--- src/rtl/snapRdPkg.sv ---
package snapRdPkg;
  localparam int NumPairs = 4;

  typedef enum logic [1:0] {PairVolt, PairCurr, PairAcc, PairTemp} pairSel_t;

  typedef struct packed {
    logic     readEn;
    logic     pairHit;
    pairSel_t pair;
    logic     lowByte;
    logic     releaseAll;
    logic     stageMsb;
    logic     commitLsb;
  } dpStrobe_t;
endpackage

--- src/rtl/snapRdCtrl.sv ---
module snapRdCtrl
  import snapRdPkg::*;
#(
  parameter int AddrW = 8,
  parameter logic [AddrW-1:0] VoltBase = 'h0C,
  parameter logic [AddrW-1:0] CurrBase = 'h0E,
  parameter logic [AddrW-1:0] AccBase  = 'h10,
  parameter logic [AddrW-1:0] TempBase = 'h18
) (
  input  logic             clk,
  input  logic             rstN,
  input  logic             txnStart,
  input  logic             txnEnd,
  input  logic [AddrW-1:0] startAddr,
  input  logic             rdReq,
  input  logic             wrReq,
  output dpStrobe_t        strobe,
  output logic [AddrW-1:0] curPtr,
  output logic             inTxn
);
  localparam logic [NumPairs-1:0][AddrW-1:0] Bases = {TempBase, AccBase, CurrBase, VoltBase};

  logic [AddrW-1:0] ptrQ;
  logic             inTxnQ;
  logic             access;
  logic             doWrite;
  logic             hit;
  pairSel_t         sel;

  assign access  = (rdReq || wrReq) && inTxnQ && !txnStart;
  assign doWrite = access && wrReq && !rdReq;

  // Pair decode: a pair occupies an even/odd address couple.
  always_comb begin
    hit = 1'b0;
    sel = PairVolt;
    for (int i = 0; i < NumPairs; i++) begin
      if (ptrQ[AddrW-1:1] == Bases[i][AddrW-1:1]) begin
        hit = 1'b1;
        sel = pairSel_t'(i);
      end
    end
  end

  always_comb begin
    strobe            = '0;
    strobe.readEn     = access && rdReq;
    strobe.pairHit    = hit;
    strobe.pair       = sel;
    strobe.lowByte    = ptrQ[0];
    strobe.releaseAll = txnStart || txnEnd;
    strobe.stageMsb   = doWrite && hit && (sel == PairAcc) && !ptrQ[0];
    strobe.commitLsb  = doWrite && hit && (sel == PairAcc) && ptrQ[0];
  end

  always_ff @(posedge clk or negedge rstN) begin
    if (!rstN) begin
      ptrQ   <= '0;
      inTxnQ <= 1'b0;
    end else begin
      if (txnStart)    ptrQ <= startAddr;
      else if (access) ptrQ <= ptrQ + 1'b1;
      if (txnStart)    inTxnQ <= 1'b1;
      else if (txnEnd) inTxnQ <= 1'b0;
    end
  end

  assign curPtr = ptrQ;
  assign inTxn  = inTxnQ;
endmodule

--- src/rtl/snapRdDatapath.sv ---
module snapRdDatapath
  import snapRdPkg::*;
#(
  parameter int ByteW = 8
) (
  input  logic                 clk,
  input  logic                 rstN,
  input  dpStrobe_t            strobe,
  input  logic [ByteW-1:0]     wrData,
  input  logic [2*ByteW-1:0]   liveVolt,
  input  logic [2*ByteW-1:0]   liveCurr,
  input  logic [2*ByteW-1:0]   liveTemp,
  input  logic                 accLoad,
  input  logic [2*ByteW-1:0]   accLoadVal,
  output logic [ByteW-1:0]     rdData,
  output logic                 rdValid,
  output logic [2*ByteW-1:0]   accValue
);
  localparam int WordW = 2 * ByteW;

  logic [WordW-1:0]                 accQ;
  logic [ByteW-1:0]                 stagedMsbQ;
  logic                             stagedValidQ;
  logic [NumPairs-1:0][WordW-1:0]   liveW;
  logic [NumPairs-1:0][WordW-1:0]   snapQ;
  logic [NumPairs-1:0]              snapValidQ;
  logic [NumPairs-1:0]              captureEn;
  logic [WordW-1:0]                 commitVal;
  logic [WordW-1:0]                 selWord;
  logic [ByteW-1:0]                 selByte;

  assign liveW = {liveTemp, accQ, liveCurr, liveVolt};

  for (genvar g = 0; g < NumPairs; g++) begin : g_cap
    assign captureEn[g] = strobe.readEn && strobe.pairHit && !strobe.lowByte &&
                          (strobe.pair == pairSel_t'(g)) && !snapValidQ[g];
  end

  always_ff @(posedge clk or negedge rstN) begin
    if (!rstN) begin
      snapQ      <= '0;
      snapValidQ <= '0;
    end else begin
      for (int i = 0; i < NumPairs; i++) begin
        if (strobe.releaseAll) begin
          snapValidQ[i] <= 1'b0;
        end else if (captureEn[i]) begin
          snapValidQ[i] <= 1'b1;
          snapQ[i]      <= liveW[i];
        end
      end
    end
  end

  assign commitVal = {(stagedValidQ ? stagedMsbQ : accQ[WordW-1:ByteW]), wrData};

  always_ff @(posedge clk or negedge rstN) begin
    if (!rstN) begin
      accQ         <= '0;
      stagedMsbQ   <= '0;
      stagedValidQ <= 1'b0;
    end else begin
      if (strobe.commitLsb) accQ <= commitVal;
      else if (accLoad)     accQ <= accLoadVal;
      if (strobe.releaseAll || strobe.commitLsb) begin
        stagedValidQ <= 1'b0;
      end else if (strobe.stageMsb) begin
        stagedValidQ <= 1'b1;
        stagedMsbQ   <= wrData;
      end
    end
  end

  always_comb begin
    selWord = snapValidQ[strobe.pair] ? snapQ[strobe.pair] : liveW[strobe.pair];
    selByte = strobe.lowByte ? selWord[ByteW-1:0] : selWord[WordW-1:ByteW];
    if (!strobe.pairHit) selByte = '0;
  end

  always_ff @(posedge clk or negedge rstN) begin
    if (!rstN) begin
      rdData  <= '0;
      rdValid <= 1'b0;
    end else begin
      rdValid <= strobe.readEn;
      if (strobe.readEn) rdData <= selByte;
    end
  end

  assign accValue = accQ;
endmodule

--- src/rtl/snapReadPath.sv ---
module snapReadPath
  import snapRdPkg::*;
#(
  parameter int AddrW = 8,
  parameter int ByteW = 8,
  parameter logic [AddrW-1:0] VoltBase = 'h0C,
  parameter logic [AddrW-1:0] CurrBase = 'h0E,
  parameter logic [AddrW-1:0] AccBase  = 'h10,
  parameter logic [AddrW-1:0] TempBase = 'h18
) (
  input  logic               clk,
  input  logic               rstN,
  input  logic               txnStart,
  input  logic               txnEnd,
  input  logic [AddrW-1:0]   startAddr,
  input  logic               rdReq,
  input  logic               wrReq,
  input  logic [ByteW-1:0]   wrData,
  input  logic [2*ByteW-1:0] liveVolt,
  input  logic [2*ByteW-1:0] liveCurr,
  input  logic [2*ByteW-1:0] liveTemp,
  input  logic               accLoad,
  input  logic [2*ByteW-1:0] accLoadVal,
  output logic [ByteW-1:0]   rdData,
  output logic               rdValid,
  output logic [2*ByteW-1:0] accValue
);
  dpStrobe_t        strobe;
  logic [AddrW-1:0] curPtr;
  logic             inTxn;

  snapRdCtrl #(
    .AddrW(AddrW), .VoltBase(VoltBase), .CurrBase(CurrBase),
    .AccBase(AccBase), .TempBase(TempBase)
  ) u_ctrl (
    .clk(clk), .rstN(rstN), .txnStart(txnStart), .txnEnd(txnEnd),
    .startAddr(startAddr), .rdReq(rdReq), .wrReq(wrReq),
    .strobe(strobe), .curPtr(curPtr), .inTxn(inTxn)
  );

  snapRdDatapath #(.ByteW(ByteW)) u_dp (
    .clk(clk), .rstN(rstN), .strobe(strobe), .wrData(wrData),
    .liveVolt(liveVolt), .liveCurr(liveCurr), .liveTemp(liveTemp),
    .accLoad(accLoad), .accLoadVal(accLoadVal),
    .rdData(rdData), .rdValid(rdValid), .accValue(accValue)
  );
endmodule

--- config.mk ---
export PLATFORM = sky130hd
export DESIGN_NAME = snapReadPath
export DESIGN_NICKNAME = d
export VERILOG_FILES = /design/src/rtl/snapRdPkg.sv /design/src/rtl/snapRdCtrl.sv /design/src/rtl/snapRdDatapath.sv /design/src/rtl/snapReadPath.sv
export SDC_FILE = /design/constraint.sdc
export NUM_CORES = 1
export LEC_CHECK = 0
export BUFFER_PORTS_ARGS = -buffer_cell sky130_fd_sc_hd__buf_2
export CELL_PAD_IN_SITES_DETAIL_PLACEMENT = 1
export CELL_PAD_IN_SITES_GLOBAL_PLACEMENT = 2
export CORE_AREA = 10 10 130 132
export CTS_CLUSTER_DIAMETER = 40
export DETAILED_ROUTE_END_ITERATION = 10
export DIE_AREA = 0 0 140 142
export HOLD_SLACK_MARGIN = 0.1
export MAX_ROUTING_LAYER = met4
export PLACE_DENSITY_LB_ADDON = 0.1
export SLEW_MARGIN = 10
export SYNTH_ARGS = -nofsm -noshare
export SYNTH_HDL_FRONTEND = slang
export SYNTH_HIERARCHICAL = 1
export SYNTH_SLANG_ARGS = --single-unit
--- constraint.sdc ---
create_clock -name clk -period 3.98 [get_ports clk]
set_input_delay 0.199 -clock clk [delete_from_list [all_inputs] [get_ports clk]]
set_output_delay 0.199 -clock clk [all_outputs]
set_load 0.01 [all_outputs]
==> summary.md, run 1 <==
| Metric | Value |
|---|---|
| Slew headroom | `20.35%` |
| Die Y | `142 um` |
| Post-synth EDFFs | `0` |
| CTS Buf Count | `9` |
| Fmax | `0.3027 GHz` |
| Layout area overhead | `25.72%` |
| Most frequent cells after synthesis | `111 x dfrtp_1, 42 x mux2_2, 33 x mux2i_1, 33 x mux4_2, 30 x mux2_4` |
| Die area | `19880 um2` |
| Clk_lat worst skew | `350 ps` |
| Initial antenna violation count | `0` |
| Yosys top cell by area | `dfrtp_1` |
| Max-Cap Viols | `0` |
| Final number of hold-violating endpoints | `0` |
| Worst Path Arrival | `3540 ps` |
| GRT Overall Usage | `17.33%` |
| Met2 routed WL | `7636 um` |
| #FFs+latches synth | `111` |
| Crit Path Class | `flip-flop to flip-flop` |
| Sequential cell area fraction in the yosys report | `47.95%` |
| Port bufs | `111` |
| Final worst path period share | `83.01%` |
| Worst Setup SP | `u_ctrl/curPtr[5]` |
| Die X | `140 um` |
| Top cell type's share of synthesized area | `47.95%` |
| Asr flop ratio synth | `100.0%` |
| Worst slew pin tran | `1195 ps` |
| Yosys cell types | `41` |
| Setup bufs post-CTS | `0` |
| 1st-pass router iterations | `4` |
| Overall routed net length | `16590 um` |
| Worst-path cell chain | `or3_1 -> a21oi_1 -> nand3b_1 -> or4_1 -> mux2_4` |
| Final max-slew violation count | `0` |
| # DRC | `0` |
| RSZ-0062 raised after global routing | `false` |
| Crit start category | `flip-flop` |
| Ports | `112` |
| Vias in the first global route | `4596` |
| Initial drt markers | `211` |
| Power Density | `331.9 nW/um2` |
| Cells after Synth | `416` |
| Clock skew | `4.782 ps` |
| Root Buffer | `clkbuf_16` |
| Synth Net Count | `504` |
| Wl on met1 | `8188 um` |
| Top sig layer | `met4` |
| TritonCTS clock tree | `built` |
| Layout cell share with drive strength beyond 1 | `42.83%` |
| Endpoints failing setup | `0` |
| WL/cell | `21.95 um` |
| Clk buf depth | `2` |
| CP max stage cell | `or4_1` |
| Maximum vdd drop | `0.0002248 V` |
| R2R Setup Slk | `680 ps` |
| Beginning of the worst register-to-register path | `u_ctrl/curPtr[5]` |
| Post-DR vias/cell | `5.437` |
| Status | `completed` |
| Starting Density | `40.47%` |
| First-pass GRT wire length | `26550 um` |
| Sinks on Clock Net | `111` |
| CP peak stage delay | `1080 ps` |
| Antenna-violating nets left | `0` |
| Via Count | `4110` |
| Hold WC Path Type | `input port to flip-flop` |
| Finished Layout Cells | `756` |
| H-tree level count | `3` |
| Hpwl dp | `11910 um` |
| Max FO, Critical Path | `16` |
| Post-route minimum period | `3304 ps` |
| Synth Area per Inst | `13.93 um2` |
| Clock-pin slew on the worst setup and hold paths | `70 ps` |
| Worst hold start | `liveTemp[13]` |
| YS warnings | `6` |
| Crit. End Element | `flip-flop` |
| # nets final | `655` |
| Gr ovfl total | `0` |
| Antenna diodes | `0` |
| Routability Congestion | `0.8143` |
| CORE AREA | `14310 um2` |
| Post-Syn Area | `5793 um2` |
| Top-count cell post-synth | `dfrtp_1` |
| Worst Path Required | `4220 ps` |
| Largest net degree at the start of global routing | `51` |
| Cell Rows | `44` |
| LEAKAGE | `3.392 nW` |
| Setup_tns | `0 ps` |
| Cells taking the most area after synthesis | `dfrtp_1 48%, mux4_2 13%, mux2_2 8.2%` |
| Detail Route met3 WL | `669 um` |
| Post-Place Cells | `686` |
| Most used DFF post-synth | `dfrtp_1` |
==> repair_timing <==
item                      4_1_cts  5_1_grt
resized for setup               0        0
hold endpoints to repair      105        2
hold buffers                   52        2
==> layout by cell type (no fill, tap or decap), types with 3 or more instances in the layout <==
cell type,netlist,layout
or4_1,6,6
nand2_1,16,16
o211ai_1,4,4
a21oi_1,11,11
o21ai_0,13,13
buf_4,5,8
clkbuf_1,11,3
clkbuf_16,0,9
nor2b_1,8,8
mux4_2,33,33
mux2i_1,33,33
dfrtp_1,111,111
o221ai_1,8,8
nor2_1,8,7
a211oi_1,9,8
nand2b_1,9,9
buf_2,8,110
inv_1,7,7
nand3_1,6,6
mux2_4,30,30
mux2_2,42,42
or3_1,7,7
dlygate4sd3_1,0,54
==> routing by layer <==
metal / global-route usage, % / vias to the layer above
li1: - / 1874
met1: 23.83 / 2137
met2: 26.08 / 91
met3: 3.972 / 8
met4: 2.935 / 0
met5: - / -
==> critical path, delay by kind of cell (launching register included) <==
kind | cells | cell delay [ps]
AO/OA/AOI/OAI | 1 | 310
flip-flops | 1 | 400
multiplexers | 1 | 460
AND/OR/NAND/NOR | 3 | 2010
==> power by group <==
| group | leakage (nW) | switching [mW] | internal, mW | total (mW) |
|---|---|---|---|---|
| sequential | 1.50 | 0.0525 | 1.16 | 1.21 |
| combinational | 1.76 | 0.135 | 0.148 | 0.283 |
| clock | 0.140 | 0.415 | 0.506 | 0.922 |
| total | 3.39 | 0.603 | 1.81 | 2.42 |
==> final cells by class <==
cell class | instances | area [um2]
inverter | 8 | 30.03
clock buffer | 13 | 250.2
tap | 184 | 230.2
fill | 1487 | 7030
sequential | 111 | 2778
clock inverter | 3 | 42.54
timing repair buffer | 172 | 1151
multi-input combinational | 265 | 2801
==> registers in the layout (all words and copies together) (netlist names) <==
name / cells
u_dp/rdData: 8
u_dp/snapQ: 64
u_dp/snapValidQ: 4
u_dp/stagedValidQ: 1
u_ctrl/inTxn: 1
u_dp/rdValid: 1
u_dp/stagedMsbQ: 8
u_dp/accValue: 16
u_ctrl/curPtr: 8
==> path summary, 6_finish.rpt <==
path                       depth (start not counted)                 to
max                                                5     u_dp/snapQ[43]
min                                                2     u_dp/snapQ[61]
max reg2reg                                        5     u_dp/snapQ[43]
min reg2reg                                        1     u_dp/snapQ[48]
max in group asynchronous                          3  u_dp/accValue[11]
min in group asynchronous                          2      u_dp/snapQ[1]
==> metrics by stage <==
step | area (um2) | hold WS, ps | utilization (%) | power [mW] | worst slack [ps]
after floorplan | 5793 | -96.59 | - | 1.332 | 1452
after global placement | 6450 | 288.9 | 45.06 | 1.473 | 779.0
after detailed placement | 6450 | 288.7 | 45.06 | 1.479 | 676.0
after CTS | 7263 | 100.8 | 50.74 | 2.450 | 678.2
after global routing | 7283 | 100.2 | 50.88 | 2.534 | 457.0
final | 7283 | 104.8 | 50.88 | 2.417 | 676.4
==> cell families after synthesis <==
kind of cell / share of synthesized area (%)
buffers and inverters: 4.147
XOR/XNOR: 0.3024
multiplexers: 34.47
AO/OA/AOI/OAI: 5.896
adder cells (fa/ha/maj): 0.2159
AND/OR/NAND/NOR: 7.019
flip-flops: 47.95
Note: power is estimated with default switching activity, not from simulation.
==> inputs of run 2 (changes only) <==
--- a/config.mk
+++ b/config.mk
@@ -8,10 +8,10 @@
 export BUFFER_PORTS_ARGS = -buffer_cell sky130_fd_sc_hd__buf_2
 export CELL_PAD_IN_SITES_DETAIL_PLACEMENT = 1
 export CELL_PAD_IN_SITES_GLOBAL_PLACEMENT = 2
-export CORE_AREA = 10 10 130 132
+export CORE_AREA = 10 10 135 137
 export CTS_CLUSTER_DIAMETER = 40
 export DETAILED_ROUTE_END_ITERATION = 10
-export DIE_AREA = 0 0 140 142
+export DIE_AREA = 0 0 145 147
 export HOLD_SLACK_MARGIN = 0.1
 export MAX_ROUTING_LAYER = met4
 export PLACE_DENSITY_LB_ADDON = 0.1
==> constraint.sdc (replaced) <==
create_clock -name clk -period 3.4 [get_ports clk]
set_input_delay 0.17 -clock clk [delete_from_list [all_inputs] [get_ports clk]]
set_output_delay 0.17 -clock clk [all_outputs]
set_load 0.01 [all_outputs]
==> summary.md, run 2 (synthesis gave the netlist of run 1 again) <==
| Metric | Value |
|---|---|
| Worst-path cell chain | `or3_1 -> a211oi_4 -> mux4_2 -> mux2i_1 -> o221ai_1` |
| Most frequent cells in the layout | `111 x dfrtp_1, 110 x buf_2, 74 x dlygate4sd3_1` |
| Antenna-violating nets left | `0 (unchanged)` |
| Largest net degree at the start of global routing | `89 (+75%)` |
| Clk buf depth | `2 (unchanged)` |
| CTS Buf Count | `9 (unchanged)` |
| Vias in the first global route | `4754 (+3.4%)` |
| Crit. End Element | `flip-flop` |
| Max-Cap Viols | `0 (unchanged)` |
| Starting Density | `37.14% (-3.3 points)` |
| # nets final | `681 (+4.0%)` |
| Hold WC Path Type | `input port to flip-flop` |
| Min-Delay Path Depth | `3 (+1)` |
| Endpoints failing setup | `0 (unchanged)` |
| WL/cell | `20.72 um (-5.6%)` |
| Crit Path Class | `flip-flop to flip-flop` |
| Max reg flops | `64 (unchanged)` |
| Post-DR vias/cell | `5.140 (-5.5%)` |
| Maximum vdd drop | `0.0002332 V (+3.7%)` |
| TritonCTS clock tree | `built` |
| Layout area overhead | `31.77%` |
| Clk_lat worst skew | `350 ps (about the same)` |
| Setup_tns | `0 ps (unchanged)` |
| Overall routed net length | `16860 um (+1.6%)` |
| First-pass GRT wire length | `27300 um (+2.8%)` |
| Sinks on Clock Net | `111 (unchanged)` |
| Placed Area | `6560 um2 (+1.7%)` |
| Port bufs | `111 (unchanged)` |
| Setup Slack @ Placement | `531.5 ps (-144.6 ps)` |
| 1st-pass router iterations | `4 (unchanged)` |
| R2R Setup Slk | `540 ps (-140 ps)` |
| Die X | `145 um (+3.6%)` |
| CORE AREA | `15600 um2 (+9.0%)` |
| Crit start category | `flip-flop` |
| Initial antenna violation count | `0 (unchanged)` |
| Hold endpoint | `u_dp/accValue[7]` |
| Worst Path Required | `3610 ps (-610 ps)` |
| Die Y | `147 um (+3.5%)` |
| Clock skew | `6.620 ps (+1.838 ps)` |
| Final instance area | `7634 um2 (+4.8%)` |
| Top reg by flops | `u_dp/snapQ` |
| Final number of hold-violating endpoints | `0 (unchanged)` |
| Ports | `112 (unchanged)` |
| Fmax | `0.3496 GHz (+15%)` |
| CP peak stage delay | `860 ps (-220 ps)` |
| Finished Layout Cells | `814 (+7.7%)` |
| Routability Congestion | `0.7943 (-2.5%)` |
| Power Density | `386.8 nW/um2 (+17%)` |
| Cell Rows | `46 (+4.5%)` |
| Status | `completed` |
| Post-route minimum period | `2860 ps (-443.3 ps)` |
| Clock-pin slew on the worst setup and hold paths | `70 ps (about the same)` |
| CP max stage cell | `mux4_2` |
| Worst slew pin tran | `983.4 ps (-211.3 ps)` |
| Layout cell share with drive strength beyond 1 | `42.47% (-0.36 points)` |
| Hpwl dp | `12100 um (+1.6%)` |
| Post-Place Cells | `724 (+5.5%)` |
| Antenna diodes | `0 (unchanged)` |
| GRT Overall Usage | `16.48% (-0.86 points)` |
| # DRC | `0 (unchanged)` |
| Reg-to-Reg End | `u_dp/rdData[3]` |
| Max FO, Critical Path | `16 (unchanged)` |
| LEAKAGE | `3.530 nW (+4.1%)` |
| Gr ovfl total | `0 (unchanged)` |
| Final worst path period share | `84.13% (+1.1 points)` |
| Most common cell after layout, fill and taps aside | `dfrtp_1` |
| Fillers | `1618 (+8.8%)` |
| Beginning of the worst register-to-register path | `u_ctrl/curPtr[5]` |
| Slew headroom | `34.44% (+14 points)` |
| Root Buffer | `clkbuf_16` |
| Die area | `21320 um2 (+7.2%)` |
| R2r worst-path depth | `5 (unchanged)` |
| H-tree level count | `3 (unchanged)` |
| Worst hold start | `accLoadVal[7]` |
| Via Count | `4184 (+1.8%)` |
| Final max-slew violation count | `0 (unchanged)` |
| Final WS setup | `539.7 ps (-136.7 ps)` |
| RSZ-0062 raised after global routing | `false` |
| Worst Path Arrival | `3070 ps (-470 ps)` |
| Initial drt markers | `148 (-30%)` |
==> run 2: worst max-delay path by stage <==
stage / from / endpoint / slack, ps
after floorplan: u_ctrl/curPtr[5] / u_dp/rdData[0] / 870
after global placement: u_ctrl/curPtr[5] / u_dp/rdData[3] / 610
after detailed placement: u_ctrl/curPtr[5] / u_dp/rdData[3] / 530
after CTS: u_ctrl/curPtr[5] / u_dp/rdData[3] / 530
after global routing: u_ctrl/curPtr[5] / u_dp/rdData[3] / 450
final: u_ctrl/curPtr[5] / u_dp/rdData[3] / 540
==> run 2: metal layers <==
layer / vias to the layer above / global-route usage [%] / share of wire, %
li1: 1916 / - / -
met1: 2167 / 21.80 / 49
met2: 89 / 25.99 / 47
met3: 12 / 2.303 / 2.7
met4: 0 / 4.597 / 1.1
met5: - / - / 0
==> run 2: worst max-delay path, delay by kind of cell (launching register included) <==
family / cells / cell delay, ps
AO/OA/AOI/OAI: 2 / 500
flip-flops: 1 / 400
multiplexers: 2 / 1290
AND/OR/NAND/NOR: 1 / 520
==> run 2: final cells by class <==
class | instances | area [um2] | area share [%]
multi-input cells | 265 | 2801 | 36.70
well taps | 216 | 270.3 | 3.540
flip-flops and latches | 111 | 2778 | 36.39
clock buffers | 11 | 252.7 | 3.311
clock inverters | 5 | 80.08 | 1.049
inverters | 8 | 30.03 | 0.3934
repair buffers | 198 | 1421 | 18.62
==> run 2: report_power, final <==
group | internal (mW) | total (mW) | switching (mW) | leakage (nW)
sequential | 1.36 | 1.42 | 0.0594 | 1.50
clock | 0.686 | 1.18 | 0.499 | 0.158
combinational | 0.190 | 0.351 | 0.162 | 1.88
==> run 2: what timing repair did <==
| action | CTS | global route |
|---|---|---|
| setup endpoints to repair | 0 | 0 |
| hold buffers | 74 | 0 |
| hold endpoints to repair | 103 | 0 |
| buffers inserted | 0 | 0 |
| gates resized for setup | 0 | 0 |
==> run 2: metrics by stage <==
stage | total power, mW | hold slack, ps | utilization [%]
final | 2.953 | 111.8 | 48.94
after global routing | 3.087 | 124.3 | 48.94
after CTS | 2.992 | 103.7 | 48.94
after detailed placement | 1.733 | 104.6 | 42.06
after global placement | 1.726 | 103.3 | 42.06
after floorplan | 1.559 | -125.6 | -
